==> src/rtl/baud_pkg.sv <==
package baud_pkg;
  localparam int unsigned SEL_W_DEF = 3;
  localparam int unsigned DIV_W_DEF = 12;

  typedef enum logic {
    CH_TX = 1'b0,
    CH_RX = 1'b1
  } ch_kind_e;
endpackage

==> src/rtl/baud_prescaler.sv <==
module baud_prescaler #(
  parameter int unsigned SEL_W = baud_pkg::SEL_W_DEF
) (
  input  logic             clk_i,
  input  logic             rst_ni,
  input  logic             en_i,
  input  logic [SEL_W-1:0] sel_i,
  output logic             tick_o
);
  localparam int unsigned CNT_W = (1 << SEL_W) - 1;

  logic [CNT_W-1:0] cnt_q;
  logic [CNT_W-1:0] mask;

  for (genvar gi = 0; gi < CNT_W; gi++) begin : g_mask
    assign mask[gi] = (sel_i > SEL_W'(gi));
  end

  always_ff @(posedge clk_i or negedge rst_ni) begin
    if (!rst_ni)    cnt_q <= '0;
    else if (!en_i) cnt_q <= '0;
    else            cnt_q <= cnt_q + 1'b1;
  end

  assign tick_o = en_i && ((cnt_q & mask) == mask);

  // divide-by-2 select never ticks twice in a row
  p_tick_gap_r1: assert property (@(posedge clk_i) disable iff (!rst_ni)
    (tick_o && sel_i == SEL_W'(1) && $stable(sel_i) && en_i) |=> !tick_o);

  p_phase_restart_r2: assert property (@(posedge clk_i) disable iff (!rst_ni)
    !en_i |=> (cnt_q == '0));
endmodule

==> src/rtl/baud_channel.sv <==
module baud_channel #(
  parameter int unsigned  DIV_W = baud_pkg::DIV_W_DEF,
  parameter baud_pkg::ch_kind_e KIND = baud_pkg::CH_TX
) (
  input  logic             clk_i,
  input  logic             rst_ni,
  input  logic             tick_i,
  input  logic             en_i,
  input  logic             wait_i,
  input  logic             go_i,
  input  logic [DIV_W-1:0] div_i,
  output logic             baud_o,
  output logic             stb_o
);
  logic [DIV_W-1:0] cnt_q, div_eff, lim;
  logic             baud_q, stb_q, armed_q;
  logic             start, run, match, step;

  if (KIND == baud_pkg::CH_RX) begin : g_wait
    assign start = !wait_i || go_i;
  end else begin : g_nowait
    assign start = 1'b1;
  end

  assign run     = armed_q || start;
  assign div_eff = (div_i == '0) ? DIV_W'(1) : div_i;
  assign lim     = div_eff - 1'b1;
  assign match   = (cnt_q >= lim);
  assign step    = en_i && tick_i && run;

  always_ff @(posedge clk_i or negedge rst_ni) begin
    if (!rst_ni) begin
      cnt_q   <= '0;
      baud_q  <= 1'b0;
      stb_q   <= 1'b0;
      armed_q <= 1'b0;
    end else if (!en_i) begin
      cnt_q   <= '0;
      baud_q  <= 1'b0;
      stb_q   <= 1'b0;
      armed_q <= 1'b0;
    end else begin
      armed_q <= armed_q || start;
      stb_q   <= step && match && !baud_q;
      if (step) begin
        if (match) begin
          cnt_q  <= '0;
          baud_q <= !baud_q;
        end else begin
          cnt_q  <= cnt_q + 1'b1;
        end
      end
    end
  end

  assign baud_o = baud_q;
  assign stb_o  = stb_q;

  p_stb_on_rise_r9: assert property (@(posedge clk_i) disable iff (!rst_ni)
    stb_q |-> (baud_q && !$past(baud_q)));

  p_rise_has_stb_r9: assert property (@(posedge clk_i) disable iff (!rst_ni)
    (baud_q && !$past(baud_q)) |-> stb_q);

  p_disabled_clear_r5: assert property (@(posedge clk_i) disable iff (!rst_ni)
    !en_i |=> (cnt_q == '0 && !baud_q));

  p_hold_no_tick_r1: assert property (@(posedge clk_i) disable iff (!rst_ni)
    (en_i && !tick_i) |=> ($stable(cnt_q) && $stable(baud_q)));

  p_wait_hold_r7: assert property (@(posedge clk_i) disable iff (!rst_ni)
    (en_i && !run) |=> (cnt_q == '0 && !baud_q));

  p_no_overflow_r10: assert property (@(posedge clk_i) disable iff (!rst_ni)
    (step && !match) |=> (cnt_q != '0));
endmodule

==> src/rtl/baud_gen_dual.sv <==
module baud_gen_dual #(
  parameter int unsigned SEL_W = baud_pkg::SEL_W_DEF,
  parameter int unsigned DIV_W = baud_pkg::DIV_W_DEF
) (
  input  logic             clk_i,
  input  logic             rst_ni,
  input  logic             mod_en_i,
  input  logic [SEL_W-1:0] presc_sel_i,
  input  logic [DIV_W-1:0] divisor_i,
  input  logic             tx_en_i,
  input  logic             rx_en_i,
  input  logic             autobaud_i,
  input  logic             rxd_i,
  output logic             tx_baud_o,
  output logic             tx_stb_o,
  output logic             rx_baud_o,
  output logic             rx_stb_o
);
  logic tick;

  baud_prescaler #(.SEL_W(SEL_W)) u_presc (
    .clk_i  (clk_i),
    .rst_ni (rst_ni),
    .en_i   (mod_en_i),
    .sel_i  (presc_sel_i),
    .tick_o (tick)
  );

  baud_channel #(.DIV_W(DIV_W), .KIND(baud_pkg::CH_TX)) u_tx (
    .clk_i  (clk_i),
    .rst_ni (rst_ni),
    .tick_i (tick),
    .en_i   (tx_en_i),
    .wait_i (1'b0),
    .go_i   (1'b0),
    .div_i  (divisor_i),
    .baud_o (tx_baud_o),
    .stb_o  (tx_stb_o)
  );

  baud_channel #(.DIV_W(DIV_W), .KIND(baud_pkg::CH_RX)) u_rx (
    .clk_i  (clk_i),
    .rst_ni (rst_ni),
    .tick_i (tick),
    .en_i   (rx_en_i),
    .wait_i (autobaud_i),
    .go_i   (!rxd_i),
    .div_i  (divisor_i),
    .baud_o (rx_baud_o),
    .stb_o  (rx_stb_o)
  );

  p_no_tick_off_r2: assert property (@(posedge clk_i) disable iff (!rst_ni)
    (!mod_en_i && tx_en_i) |=> ($stable(tx_baud_o) && !tx_stb_o));
endmodule

==> config.mk <==
export PLATFORM = sky130hd
export DESIGN_NAME = baud_gen_dual
export DESIGN_NICKNAME = d
export VERILOG_FILES = /design/src/rtl/baud_pkg.sv /design/src/rtl/baud_prescaler.sv /design/src/rtl/baud_channel.sv /design/src/rtl/baud_gen_dual.sv
export SDC_FILE = /design/constraint.sdc
export NUM_CORES = 1
export LEC_CHECK = 0
export BUFFER_PORTS_ARGS = -buffer_cell sky130_fd_sc_hd__buf_2
export CORE_UTILIZATION = 40
export DETAILED_ROUTE_END_ITERATION = 6
export HOLD_SLACK_MARGIN = 0.12
export MAX_ROUTING_LAYER = met4
export PLACE_DENSITY_LB_ADDON = 0.08
export SKIP_LAST_GASP = 1
export SLEW_MARGIN = 20
export SYNTH_ARGS = -nofsm -noshare
export SYNTH_HDL_FRONTEND = slang
export SYNTH_SLANG_ARGS = --single-unit
export TNS_END_PERCENT = 30
==> constraint.sdc <==
create_clock -name clk_i -period 2.1 [get_ports clk_i]
set_input_delay 0.315 -clock clk_i [delete_from_list [all_inputs] [get_ports clk_i]]
set_output_delay 0.315 -clock clk_i [all_outputs]
set_load 0.005 [all_outputs]
## Word-level counts from Yosys, hierarchy flattened

Cells that the tools add are included.

- Flip-flop bits (word level): 36
- Logic and storage cells: 61
- Output and inout port bits: 4
- Bits of input ports: 22

- Reduce and logical (&&, ||, !) cells: 17
- Bitwise operators: 1
- Multiplexer cells: 17
- Equality and inequality tests: 5
- Order comparisons: 9
- Add/sub/neg operators: 4

Operators with widths:

| kind | count |
|---|---|
| 12-bit two-way mux | 7 |
| 12-bit by 1-bit adder with 12-bit output (second input constant) | 2 |
| 12-bit greater-or-equal comparator | 2 |
| 12-bit zero test | 1 |
| 12-bit by 1-bit subtractor with 12-bit output (second input constant) | 1 |
| 3-bit greater-than comparator (second input constant) | 3 |
| 1-bit two-way mux | 9 |
| 1-bit logical AND | 8 |
| 2-bit by 1-bit inequality test with 1-bit output (second input constant) | 4 |
| 7-bit by 1-bit adder with 7-bit output (second input constant) | 1 |
| 7-bit AND | 1 |
| 7-bit == test | 1 |
| 7-bit two-way mux | 1 |
| 3-bit by 1-bit greater-than comparator with 1-bit output (second input constant) | 2 |
| 3-bit by 2-bit greater-than comparator with 1-bit output (second input constant) | 2 |
| 1-bit zero test | 4 |
| 2-bit AND reduction | 2 |
| 1-bit logical OR | 2 |

## Depth between registers and ports, before layout

- Depth after elaboration: 9
- Mapped depth: 16

## By module

From an unflattened synthesis, not the netlist that was laid out.

- Cell total of the unflattened synthesis: 307
- Area, all modules: 2891.5 um^2

Modules (own cells, without submodules):

| module | instances | area an instance (um^2) | sequential area each (um^2) | cells each |
|---|---|---|---|---|
| baud_channel at u_rx | 1 | 1327.5 | 375.4 | 134 |
| baud_channel at u_tx | 1 | 1187.4 | 350.3 | 134 |
| baud_prescaler | 1 | 369.1 | 175.2 | 37 |
| baud_gen_dual | 1 | 7.5 | 0.0 | 2 |

## Worst setup path before layout

OpenSTA, ideal clock, no wires.

- Path type: input to register
- Start point: in divisor_i[1]
- End point: reg u_tx.cnt_q[10]
- Slack: -1.354 ns
- Data required time: 1.969 ns
- Arrival time: 3.323 ns
- Stages on the path: 15
- Library setup time: 0.131 ns
- Cells stage by stage: or4_1 > nor3_4 > a21oi_1 > ha_1 > nand2_1 > nor3_1 > xnor2_1 > ha_1 > and3_1 > o2111a_1 > a221oi_1 > maj3_1 > o21a_2 > o21ai_2 > nor2_1

- Longest elaborated chain between the ends: 7

RTL lines:

| element | line | text |
|---|---|---|
| from (decl) | baud_gen_dual.sv:9 | `input logic [DIV_W-1:0] divisor_i,` |
| 12-bit zero test | baud_channel.sv:26 | `assign div_eff = (div_i == '0) ? DIV_W'(1) : div_i;` |
| 12-bit two-way mux (*) | baud_channel.sv:26 |  |
| 12-bit by 1-bit subtractor with 12-bit output (*) | baud_channel.sv:27 | `assign lim = div_eff - 1'b1;` |
| 12-bit greater-or-equal comparator (*) | baud_channel.sv:28 | `assign match = (cnt_q >= lim);` |
| 12-bit two-way mux (*) | baud_channel.sv:46 | `if (match) begin` |
| 12-bit two-way mux (*) | baud_channel.sv:45 | `if (step) begin` |
| 12-bit two-way mux (*) | baud_channel.sv:37 | `end else if (!en_i) begin` |
| to (signal assigned) | baud_channel.sv:50 | `cnt_q <= cnt_q + 1'b1;` |
| to (decl) | baud_channel.sv:15 | `logic [DIV_W-1:0] cnt_q, div_eff, lim;` |

Every way passes the cells marked *; elsewhere a longest branch is shown, timed or not. The select of a mux whose other input is x is not followed.
A chain may end at the register's enable or synchronous reset.

## Final worst setup path

- Start point: in divisor_i[1]
- End point: reg u_tx.baud_q (netlist: u_tx.baud_o)

- Longest elaborated chain between the ends: 6

RTL lines:

| element | line | text |
|---|---|---|
| 12-bit zero test | baud_channel.sv:26 |  |
| 12-bit two-way mux (*) | baud_channel.sv:26 |  |
| 12-bit by 1-bit subtractor with 12-bit output (*) | baud_channel.sv:27 |  |
| 12-bit greater-or-equal comparator (*) | baud_channel.sv:28 |  |
| 2-bit by 1-bit inequality test with 1-bit output (no line) (*) | n/a |  |
| 2-bit AND reduction (no line) (*) | n/a |  |
| to (signal assigned) | baud_channel.sv:48 | `baud_q <= !baud_q;` |
| to (decl) | baud_channel.sv:16 | `logic baud_q, stb_q, armed_q;` |

Every way passes the cells marked *; elsewhere a longest branch is shown, timed or not.

==> flow_summary.ini <==
[placed_design]
dp.cells = 430
portBuffers = 25
place_congestion = 0.810
dp_hpwl_um = 4680

[synthesis]
synth_edf_count = 0
syn-cell-area_mm2 = 0.00254
yosysSeqAreaShare_pct = 35.4
syn-mean-instance-area_um2 = 9.02
yosysMostFrequentCell = dfrtp_1
synth.top_cell.area_share_pct = 35.4
synthTopCellsByArea = dfrtp_1, ha_1, nand3_1
synth_ff_type = dfrtp_1
synthCells = 282
synth_top_area_cell = dfrtp_1
ys_seq_elements = 36
synth_cell_types = 52
syn-num-nets = 330
ys_async_sr_fraction_pct = 100
synth_common_cells = dfrtp_1, nor2_1, ha_1
yosysWarnings = 0

[clocking]
htree_levels = 2
cts_root_buf = clkbuf_8
clock_tree.buffer_depth = 2
clk_pin_slew_worst_paths_ps = 70
cts_tree = done
clock_latency_ps = 290
cts_buffers = 5
cts.sinks = 36

[timing]
fin_ws_ps = -1190
final-setup-viol-count = 28
min_period_ps = 3290
period_share_pct = 156
rsz0062_at_grt = true
hold_viol = 0
finalSetupTns_ps = -30720
slew_headroom_pct = 65.7
fin_skew_ps = 5.69
timing.hold.ws_ps = 254
finalMaxSlewViolations = 0
max_freq_ghz = 0.304
tightest_slew_ps = 515

[worst_hold_path]
min_path_cells = 2
min_to = u_rx.armed_q
worstHoldStart = rxd_i
min_path_type = primary input to flip-flop

[floorplanning]
coreArea_mm2 = 0.00603
chipHeight_um = 81.7
boundaryPins = 26
rows = 28
die_area_mm2 = 0.00668
die_w_um = 81.7
start_util_pct = 42.2

[routing]
post_drt_wl_per_cell_um = 13.4
wl_um = 5970
first_pass_iters = 4
vias_per_cell = 5.29
drc = 0
vias = 2356
drtIter0Drc = 100
ant_nets = 0

[status]
violations = negative setup slack
status = finished, violations left

[global_route]
grt_pass1_wl_um = 10100
grt_pass1_vias = 2268
grt_antenna_before_repair = 0
grt_max_degree = 24
grt_usage_pct = 20.4
grt-ovfl-total = 0

[power_and_ir_drop]
p_per_area_mw_per_mm2 = 461
ir_worst_vdd_mv = 0.448
p_total_uw = 1570
p_leak_uw = 0.00161

[setup_path]
crit_type = primary input to flip-flop
arrival_ps = 3460
worst_r2r_path_depth = 9
endpoint_kind = flip-flop
r2r_end = u_tx.baud_o
start_kind = primary input
r2r-start = u_tx.cnt_q[0]
critPathRequiredTime_ps = 2280
crit_path_max_fanout = 6
rrSetupSlack_ps = -150

[layout]
area_growth_pct = 33.6
seq_area_um2 = 901
finalNetCount = 417
layout.cells.non_filler = 445
n_antenna_cell = 0
drive_above_1_share_pct = 31.6
multiInputGateArea_mm2 = 0.00165
n_fill_cell = 565

[job]
drv_cap = 0
## sequential cells by signal, summed over array words and instances, names as in the netlist
signal,flops
u_rx.stb_o,1
u_tx.baud_o,1
u_tx.cnt_q,12
u_rx.baud_o,1
u_rx.cnt_q,12
u_presc.cnt_q,7
u_tx.stb_o,1
u_rx.armed_q,1
## stage by stage
step	util, %	cell area, µm²	setup slack [ps]
2_1_floorplan	-	2580	-1260
3_3_place_gp	52.7	3170	-1430
3_5_place_dp	52.7	3170	-1570
4_1_cts	55.9	3370	-1160
5_1_grt	56.4	3400	-1310
6_report	56.4	3400	-1190
## logic make-up (layout without fill, tap and decap cells)
group | Yosys count | count (layout) | synth area share, %
DFF | 36 | 36 | 35.4
AOI/OAI and AO/OA | 59 | 59 | 15.8
muxes | 1 | 1 | 0.590
xor gates and xnor gates | 21 | 21 | 7.23
adders and majority gates | 28 | 28 | 13.6
buffers and inverters | 17 | 105 | 2.90
and+or+nand+nor | 120 | 120 | 24.5
## critical path, stage by stage
cell	delay, ps
buf_6	90
or4_4	550
nor3_4	230
a21oi_2	100
ha_2	220
nand2_4	90
nor3_4	50
xnor2_2	200
ha_1	280
and3_4	160
a221o_1	340
a221oi_2	240
maj3_2	230
o21a_4	190
nor4b_4	60
nand2b_1	140
## cell usage in the layout (no fill, tap or decap), types with 8 or more instances in the layout
| cell type | instances |
|---|---|
| inv_1 | 11 |
| buf_4 | 60 |
| nand2_1 | 23 |
| o21ai_0 | 12 |
| xnor2_1 | 8 |
| nor2_1 | 27 |
| xor2_1 | 12 |
| nand4_1 | 10 |
| ha_1 | 25 |
| nand3_1 | 22 |
| buf_2 | 23 |
| a21oi_1 | 11 |
| dfrtp_1 | 36 |
## power by group
group	total, µW	internal [µW]	switching [µW]
combinational	247	122	125
clock	606	351	255
sequential	715	704	10.3
## worst max-delay path by stage
| stage | startpoint | to | slack, ps | cells past startpoint |
|---|---|---|---|---|
| after global routing | divisor_i[1] | u_tx.baud_o | -1310 | 16 |
| after global placement | divisor_i[5] | u_tx.baud_o | -1430 | 16 |
| after detailed placement | divisor_i[5] | u_tx.cnt_q[2] | -1570 | 16 |
| after CTS | divisor_i[2] | u_tx.baud_o | -1160 | 16 |
| after floorplan | divisor_i[5] | u_tx.baud_o | -1260 | 15 |
| final | divisor_i[1] | u_tx.baud_o | -1190 | 16 |
## final cells by class
cell class	count	area share, %
clock buffers	5	2.02
clock inverters	3	1.25
inverters	11	1.21
multi-input cells	229	48.7
flip-flops and latches	36	26.5
well taps	75	2.76
repair buffers	86	17.6
## per-layer routing
layer | share of wire, % | up-vias | GRT usage [%]
met4 | 0.67 | 0 | 4.56
met2 | 47 | 18 | 34.0
li1 | - | 1211 | -
met5 | 0 | - | -
met3 | 1.9 | 4 | 3.44
met1 | 50 | 1123 | 26.0
## what timing repair did
item                                    in CTS  in global routing
hold buffers                                 1                  0
endpoints found under the setup margin      28                 28
pin swaps                                   16                  4
hold endpoints to repair                    21                  0
gates resized for setup                      9                  4
setup buffers                                4                  2
Power figures use the tool's default switching activity.
